==> src/rtl/dmachan_pkg.sv <==
package dmachan_pkg;

    typedef enum logic [1:0] {
        CH_HALTED  = 2'd0,
        CH_RUNNING = 2'd1,
        CH_IDLE    = 2'd2,
        CH_RESET   = 2'd3
    } chan_state_e;

    localparam int unsigned DATA_W    = 32;
    localparam int unsigned FIELD_W   = 8;

    localparam int unsigned WORD_CTRL = 0;
    localparam int unsigned WORD_STAT = 1;
    localparam int unsigned WORD_CUR  = 2;
    localparam int unsigned WORD_TAIL = 4;

    localparam int unsigned BIT_RUN   = 0;
    localparam int unsigned BIT_SRST  = 2;
    localparam int unsigned IRQ_LO    = 12;
    localparam int unsigned THR_LO    = 16;
    localparam int unsigned DLY_LO    = 24;

    localparam logic [DATA_W-1:0] CTRL_DEFAULT = 32'h0001_0002;

endpackage

==> src/rtl/dmachan_fsm.sv <==
module dmachan_fsm
    import dmachan_pkg::*;
#(
    parameter int unsigned RESET_CYC = 4
) (
    input  logic        clk,
    input  logic        rst_n,
    input  logic        wr_ctrl,
    input  logic        wr_run,
    input  logic        wr_srst,
    input  logic        wr_tail,
    input  logic        eng_idle,
    input  logic        eng_halted,
    output chan_state_e state,
    output logic        halted,
    output logic        idle,
    output logic        srst_busy
);

    localparam int unsigned RCW = (RESET_CYC > 1) ? $clog2(RESET_CYC) : 1;
    localparam logic [RCW-1:0] RC_LOAD = RCW'(RESET_CYC - 1);

    chan_state_e       nxt;
    logic [RCW-1:0]    rcnt;
    logic              start_req;
    logic              srst_req;

    assign start_req = wr_ctrl && wr_run;
    assign srst_req  = wr_ctrl && wr_srst;

    // next-state logic
    always_comb begin
        nxt = state;
        if (srst_req) begin
            nxt = CH_RESET;
        end else begin
            unique case (state)
                CH_RESET:   if (rcnt == '0) nxt = CH_HALTED;
                CH_HALTED:  if (!eng_halted && start_req) nxt = CH_RUNNING;
                CH_RUNNING: begin
                    if (eng_halted)    nxt = CH_HALTED;
                    else if (eng_idle) nxt = CH_IDLE;
                end
                CH_IDLE: begin
                    if (eng_halted)                  nxt = CH_HALTED;
                    else if (wr_tail || start_req)   nxt = CH_RUNNING;
                end
                default:    nxt = CH_HALTED;
            endcase
        end
    end

    // state register and reset-window counter
    always_ff @(posedge clk) begin
        if (!rst_n) begin
            state <= CH_HALTED;
            rcnt  <= '0;
        end else begin
            state <= nxt;
            if (srst_req)
                rcnt <= RC_LOAD;
            else if (state == CH_RESET && rcnt != '0)
                rcnt <= rcnt - 1'b1;
        end
    end

    // outputs
    always_comb begin
        halted    = (state == CH_HALTED) || (state == CH_RESET);
        idle      = (state == CH_IDLE);
        srst_busy = (state == CH_RESET);
    end

endmodule

==> src/rtl/dmachan_coalesce.sv <==
module dmachan_coalesce #(
    parameter int unsigned CW = 8
) (
    input  logic          clk,
    input  logic          rst_n,
    input  logic          reload,
    input  logic [CW-1:0] reload_val,
    input  logic [CW-1:0] thr,
    input  logic          done,
    input  logic          expire,
    output logic [CW-1:0] cnt,
    output logic          hit
);

    localparam logic [CW-1:0] ONE = CW'(1);

    assign hit = done && !reload && (cnt == ONE);

    always_ff @(posedge clk) begin
        if (!rst_n) begin
            cnt <= ONE;
        end else if (reload) begin
            cnt <= reload_val;
        end else if (done) begin
            if (cnt == ONE) cnt <= thr;
            else            cnt <= cnt - 1'b1;
        end else if (expire) begin
            cnt <= thr;
        end
    end

endmodule

==> src/rtl/dmachan_delay.sv <==
module dmachan_delay #(
    parameter int unsigned PRESCALE = 16,
    parameter int unsigned DW       = 8
) (
    input  logic          clk,
    input  logic          rst_n,
    input  logic          clear,
    input  logic          load,
    input  logic [DW-1:0] load_val,
    output logic [DW-1:0] cnt,
    output logic          expire
);

    localparam int unsigned PW = (PRESCALE > 1) ? $clog2(PRESCALE) : 1;
    localparam logic [PW-1:0] PRE_LAST = PW'(PRESCALE - 1);

    logic [PW-1:0] pre;
    logic          start;
    logic          tick;

    assign start  = load && (load_val != '0);
    assign tick   = (cnt != '0) && (pre == PRE_LAST);
    assign expire = tick && (cnt == DW'(1)) && !start && !clear;

    always_ff @(posedge clk) begin
        if (!rst_n || clear) begin
            cnt <= '0;
            pre <= '0;
        end else if (start) begin
            cnt <= load_val;
            pre <= '0;
        end else if (cnt != '0) begin
            if (tick) begin
                pre <= '0;
                cnt <= cnt - 1'b1;
            end else begin
                pre <= pre + 1'b1;
            end
        end
    end

endmodule

==> src/rtl/dmachan_regs.sv <==
module dmachan_regs
    import dmachan_pkg::*;
#(
    parameter int unsigned PRESCALE  = 16,
    parameter int unsigned RESET_CYC = 4,
    parameter int unsigned ADDR_W    = 4
) (
    input  logic                clk,
    input  logic                rst_n,
    input  logic                reg_wr_en,
    input  logic [ADDR_W-1:0]   reg_addr,
    input  logic [DATA_W-1:0]   reg_wdata,
    output logic [DATA_W-1:0]   reg_rdata,
    input  logic                eng_done,
    input  logic                eng_idle,
    input  logic                eng_halted,
    output logic                chan_run,
    output logic                chan_idle,
    output logic                chan_halted,
    output logic                tail_kick,
    output logic                cur_load,
    output logic [DATA_W-1:0]   cur_ptr,
    output logic [DATA_W-1:0]   tail_ptr,
    output logic                irq
);

    localparam int unsigned NIRQ = 2;

    logic                wr_ctrl, wr_stat, wr_cur, wr_tail;
    logic                srst_wr;
    logic [DATA_W-1:0]   ctrl_q;
    logic [NIRQ-1:0]     pend_q;
    logic [NIRQ-1:0]     w1c;
    logic [FIELD_W-1:0]  coal_cnt, dly_cnt;
    logic [FIELD_W-1:0]  reload_val;
    logic                coal_hit, dly_expire;
    logic                srst_busy;
    logic                tail_kick_q, cur_load_q;
    chan_state_e         state;

    assign wr_ctrl = reg_wr_en && (reg_addr == ADDR_W'(WORD_CTRL));
    assign wr_stat = reg_wr_en && (reg_addr == ADDR_W'(WORD_STAT));
    assign wr_cur  = reg_wr_en && (reg_addr == ADDR_W'(WORD_CUR));
    assign wr_tail = reg_wr_en && (reg_addr == ADDR_W'(WORD_TAIL));
    assign srst_wr = wr_ctrl && reg_wdata[BIT_SRST];

    dmachan_fsm #(.RESET_CYC(RESET_CYC)) u_fsm (
        .clk        (clk),
        .rst_n      (rst_n),
        .wr_ctrl    (wr_ctrl),
        .wr_run     (reg_wdata[BIT_RUN]),
        .wr_srst    (reg_wdata[BIT_SRST]),
        .wr_tail    (wr_tail),
        .eng_idle   (eng_idle),
        .eng_halted (eng_halted),
        .state      (state),
        .halted     (chan_halted),
        .idle       (chan_idle),
        .srst_busy  (srst_busy)
    );

    assign reload_val = srst_wr ? CTRL_DEFAULT[THR_LO +: FIELD_W]
                                : reg_wdata[THR_LO +: FIELD_W];

    dmachan_coalesce #(.CW(FIELD_W)) u_coal (
        .clk        (clk),
        .rst_n      (rst_n),
        .reload     (wr_ctrl),
        .reload_val (reload_val),
        .thr        (ctrl_q[THR_LO +: FIELD_W]),
        .done       (eng_done),
        .expire     (dly_expire),
        .cnt        (coal_cnt),
        .hit        (coal_hit)
    );

    dmachan_delay #(.PRESCALE(PRESCALE), .DW(FIELD_W)) u_dly (
        .clk      (clk),
        .rst_n    (rst_n),
        .clear    (srst_wr),
        .load     (eng_done),
        .load_val (ctrl_q[DLY_LO +: FIELD_W]),
        .cnt      (dly_cnt),
        .expire   (dly_expire)
    );

    assign w1c = wr_stat ? reg_wdata[IRQ_LO +: NIRQ] : '0;

    always_ff @(posedge clk) begin
        if (!rst_n) begin
            ctrl_q      <= CTRL_DEFAULT;
            pend_q      <= '0;
            cur_ptr     <= '0;
            tail_ptr    <= '0;
            tail_kick_q <= 1'b0;
            cur_load_q  <= 1'b0;
        end else begin
            tail_kick_q <= wr_tail;
            cur_load_q  <= wr_cur;
            if (wr_ctrl) begin
                if (srst_wr) ctrl_q <= CTRL_DEFAULT;
                else         ctrl_q <= (reg_wdata & ~(DATA_W'(1) << BIT_SRST))
                                       | CTRL_DEFAULT & DATA_W'(2);
            end
            if (srst_wr) pend_q <= '0;
            else         pend_q <= (pend_q & ~w1c) | {dly_expire, coal_hit};
            if (wr_cur)  cur_ptr  <= reg_wdata;
            if (wr_tail) tail_ptr <= reg_wdata;
        end
    end

    assign tail_kick = tail_kick_q;
    assign cur_load  = cur_load_q;
    assign chan_run  = ctrl_q[BIT_RUN];
    assign irq       = |(pend_q & ctrl_q[IRQ_LO +: NIRQ]);

    always_comb begin
        case (reg_addr)
            ADDR_W'(WORD_CTRL): reg_rdata = {ctrl_q[DATA_W-1:3], srst_busy, 1'b1, ctrl_q[0]};
            ADDR_W'(WORD_STAT): reg_rdata = {dly_cnt, coal_cnt, 2'b00, pend_q,
                                             10'd0, chan_idle, chan_halted};
            ADDR_W'(WORD_CUR):  reg_rdata = cur_ptr;
            ADDR_W'(WORD_TAIL): reg_rdata = tail_ptr;
            default:            reg_rdata = '0;
        endcase
    end

endmodule

==> config.mk <==
export PLATFORM = sky130hd
export DESIGN_NAME = dmachan_regs
export DESIGN_NICKNAME = d
export VERILOG_FILES = /design/src/rtl/dmachan_pkg.sv /design/src/rtl/dmachan_fsm.sv /design/src/rtl/dmachan_coalesce.sv /design/src/rtl/dmachan_delay.sv /design/src/rtl/dmachan_regs.sv
export SDC_FILE = /design/constraint.sdc
export NUM_CORES = 1
export LEC_CHECK = 0
export ABC_AREA = 1
export BUFFER_PORTS_ARGS = -buffer_cell sky130_fd_sc_hd__clkbuf_2
export CAP_MARGIN = 20
export CELL_PAD_IN_SITES_DETAIL_PLACEMENT = 1
export CELL_PAD_IN_SITES_GLOBAL_PLACEMENT = 1
export CORE_MARGIN = 5
export CORE_UTILIZATION = 40
export CTS_BUF_LIST = sky130_fd_sc_hd__clkbuf_8
export DETAILED_ROUTE_END_ITERATION = 6
export PLACE_DENSITY_LB_ADDON = 0.2
export REMOVE_ABC_BUFFERS = 1
export SYNTH_ARGS = -nofsm -noshare
export SYNTH_HDL_FRONTEND = slang
export SYNTH_SLANG_ARGS = --single-unit
==> constraint.sdc <==
create_clock -name clk -period 2.2 [get_ports clk]
set_input_delay 0 -clock clk [delete_from_list [all_inputs] [get_ports clk]]
set_output_delay 0 -clock clk [all_outputs]
set_load 0.02 [all_outputs]
==> results.yml <==
pwr:
  irDropWorstVdd_mv: 0.3558
  power_mw: 5.075
  p_leak_nw: 3.321
  power.density_nw_per_um2: 660.1
sta:
  fmax_mhz: 558.5
  rsz0062_at_grt: "no"
  fin_tns_setup_ns: 0
  slew_viol_final: 0
  skew_ns: 0.009590
  fin_crit_ns: 1.790
  fin_hold_ws_ns: 0.09473
  worst_pin_slew_ns: 0.6707
  setup_slack_ns: 0.4095
  relSlewSlack_pct: 55.22
  fin_crit_sh_pct: 81.39
  setup_viol: 0
  final-hold-violation-count: 0
logic_synthesis:
  synth_edf_count: 0
  synth_most_common_cell: "nand2_1"
  netlist_instances: 819
  syn_area_um2: 6021
  yosys_warnings: 0
  seq_area_frac_synth_pct: 40.57
  synth_ff_type: "dfxtp_1"
  synth_area_leaders: "dfxtp_1 41%, nand2_1 11%, nand3_1 7.4%, a21oi_1 6.3%, inv_1 6.2%"
  synthDistinctLibCells: 36
  synthArstFlopShare_pct: 0
  synthTopCellsByCount: "169 x nand2_1, 122 x dfxtp_1, 100 x inv_1"
  avgSynthCellArea_um2: 7.351
  ys_ff_latch: 122
  synth.largest_area_cell: "dfxtp_1"
  synth_top_area_share_pct: 40.57
detailed_routing:
  wl_met3_um: 940
  num_vias: 6417
  dr.pass1.iters: 5
  via_per_inst: 5.406
  routed-wl-met2_um: 10140
  drt_iter0_markers: 289
  postRouteAntennaNets: 0
  drc: 0
  avgRoutedWirePerCell_um: 17.57
  routed.top_layer: "met4"
  wirelength_um: 20860
  wl_met1_um: 9507
final_layout:
  syn2layout_area_growth_pct: 27.70
  final_area_um2: 7689
  drive_above_1_share_pct: 23.23
  final_util_pct: 52.50
  finalNonFillerCells: 1187
  antenna_cells: 0
  layout.nets: 1044
die:
  initial_core_util_pct: 41.11
  dieArea_um2: 17610
  num_rows: 44
  io_pins: 144
  core_area_um2: 14640
  dieHeight_um: 132.7
  die_w_um: 132.7
place:
  placed_cells: 1121
  pre_cts_ws_ns: 0.4003
  portBuffers: 143
  hpwl_um: 14480
  gp_congestion: 0.8645
  dpl_cell_area_um2: 6920
worst_setup_path:
  cpPeakStageDelay_ns: 0.35
  reg2reg_setup_slack_ns: 0.41
  arrival_ns: 2.10
  timing.rr.end: "u_dly.cnt[7]$_SDFFE_PP0P_"
  cp-end-kind: "flop"
  worstReg2RegStart: "u_dly.cnt[0]$_SDFFE_PP0P_"
  path_buf_inv: 3
  criticalPathCategory: "flop to flop"
  slowest_stage: "dfxtp_1"
  path_cells: "inv_1 > ha_1 > nand2_1 > nor2_2 > nor2_2 > buf_4 > clkinv_2 > nand3_1 > o21ai_0 > nor2_1 > nor2_1"
  critical_path.top_delay_family: "simple AND/OR/NAND/NOR gates"
  worstPathMaxFanout: 9
  worst_ep_required_time_ns: 2.51
  worstSetupStartpointType: "flop"
  reg2reg_depth: 11
grt:
  grt_usage_pct: 23.89
  grt_pass1_wl_um: 34250
  grt_max_degree: 55
  antenna_found_initial: 0
  grt_overflow: 0
  grt_pass1_vias: 6595
clock_network:
  insertion_delay_ns: 0.45
  root_buffer: "clkbuf_8"
  cts_sinks: 122
  clkTransAtPathRegs_ns: 0.07
  post-cts-setup-buffers: 0
  cts_tree: "built"
  cts_resized: 0
  htree_levels: 4
  cts_inserted_buffers: 17
  clk_path_buf_depth: 2
worst_hold_path:
  hold_end: "u_fsm.rcnt[0]$_SDFFE_PN0P_"
  hold_depth: 6
  min_from: "reg_addr[2]"
  hold_class: "primary input to flop"
status:
  status: "complete, no violations"
job:
  cap_violations: 0
-- layout by cell type (no fill, tap or decap) --
cell type	instances
nand2_1	169
clkbuf_2	143
dfxtp_1	122
inv_1	103
nand3_1	88
a21oi_1	76
nor2_1	56
dlygate4sd3_1	35
o21ai_0	30
clkbuf_8	19
buf_4	19
a211oi_2	18
o221ai_1	13
o22ai_1	12
a221o_1	11
nand4_1	11
ha_1	11
o2111ai_1	8
o211ai_1	7
inv_2	6
xor2_1	6
clkinv_2	6
nor2_4	5
nor2_2	5
a211oi_1	4
bufinv_16	4
nand3_2	2
nor3_1	2
nand2_2	2
nand3b_1	2
buf_12	2
clkinv_1	1
nand3_4	1
o21ai_2	1
xnor2_1	1
and3_1	1
o21ai_1	1
-- report_power, final --
part	internal [mW]	switching [mW]	total, mW
combinational	0.218	0.405	0.623
sequential	2.26	0.0382	2.30
clock	1.27	0.890	2.16
-- tightest hold or removal path: cells and delay by family --
kind / cells / cell delay [ns]
AOI/OAI and AO/OA: 1 / 0.07
buffers and inverters: 2 / 0.22
and+or+nand+nor: 3 / 0.19
-- metal layers --
layer  GRT usage, %  vias up
met5              0        -
li1               -     3080
met1          30.54     3158
met4          6.697        0
met2          41.26      157
met3          4.442       22
-- logic make-up after synthesis --
group	Yosys count	synth area share [%]
simple gates	344	25.21
compound gates	181	20.28
buf+inv	154	10.64
flops	122	40.57
fa+ha+maj	11	2.286
xor+xnor	7	1.018
-- final cells by class --
class | count | area (um2)
clock inverter | 12 | 156.4
clock buffer | 19 | 261.5
tap | 184 | 230.2
inverter | 108 | 406.6
fill | 1900 | 6955
multi-input combinational | 543 | 2943
sequential | 122 | 2442
timing repair buffer | 199 | 1249
-- state kept, by name, indices dropped and copies added, names as in the netlist --
name         count
u_dly.pre        4
u_coal.cnt       8
u_fsm.rcnt       2
tail_kick        1
u_fsm.state      2
cur_ptr         32
u_dly.cnt        8
cur_load         1
pend_q           2
ctrl_q          30
tail_ptr        32
-- timing repair --
item / 4_1_cts / 5_1_grt
endpoints found under the setup margin: 0 / 0
hold buffers: 35 / 0
hold endpoints to repair: 103 / 0
-- how the worst max path moves through the flow --
| stage | start | endpoint | slack (ns) | cells after the start |
|---|---|---|---|---|
| after floorplan | reg_addr[3] | cur_ptr[1]$_SDFFE_PN0P_ | 0.23 | 6 |
| after global placement | u_dly.cnt[0]$_SDFFE_PP0P_ | u_dly.cnt[7]$_SDFFE_PP0P_ | 0.48 | 11 |
| after detailed placement | u_dly.cnt[0]$_SDFFE_PP0P_ | u_dly.cnt[7]$_SDFFE_PP0P_ | 0.40 | 11 |
| after CTS | u_dly.cnt[0]$_SDFFE_PP0P_ | u_dly.cnt[7]$_SDFFE_PP0P_ | 0.39 | 11 |
| after global routing | u_dly.cnt[0]$_SDFFE_PP0P_ | u_dly.cnt[7]$_SDFFE_PP0P_ | 0.19 | 11 |
| final | u_dly.cnt[0]$_SDFFE_PP0P_ | u_dly.cnt[7]$_SDFFE_PP0P_ | 0.41 | 11 |
Power figures use the tool's default switching activity.
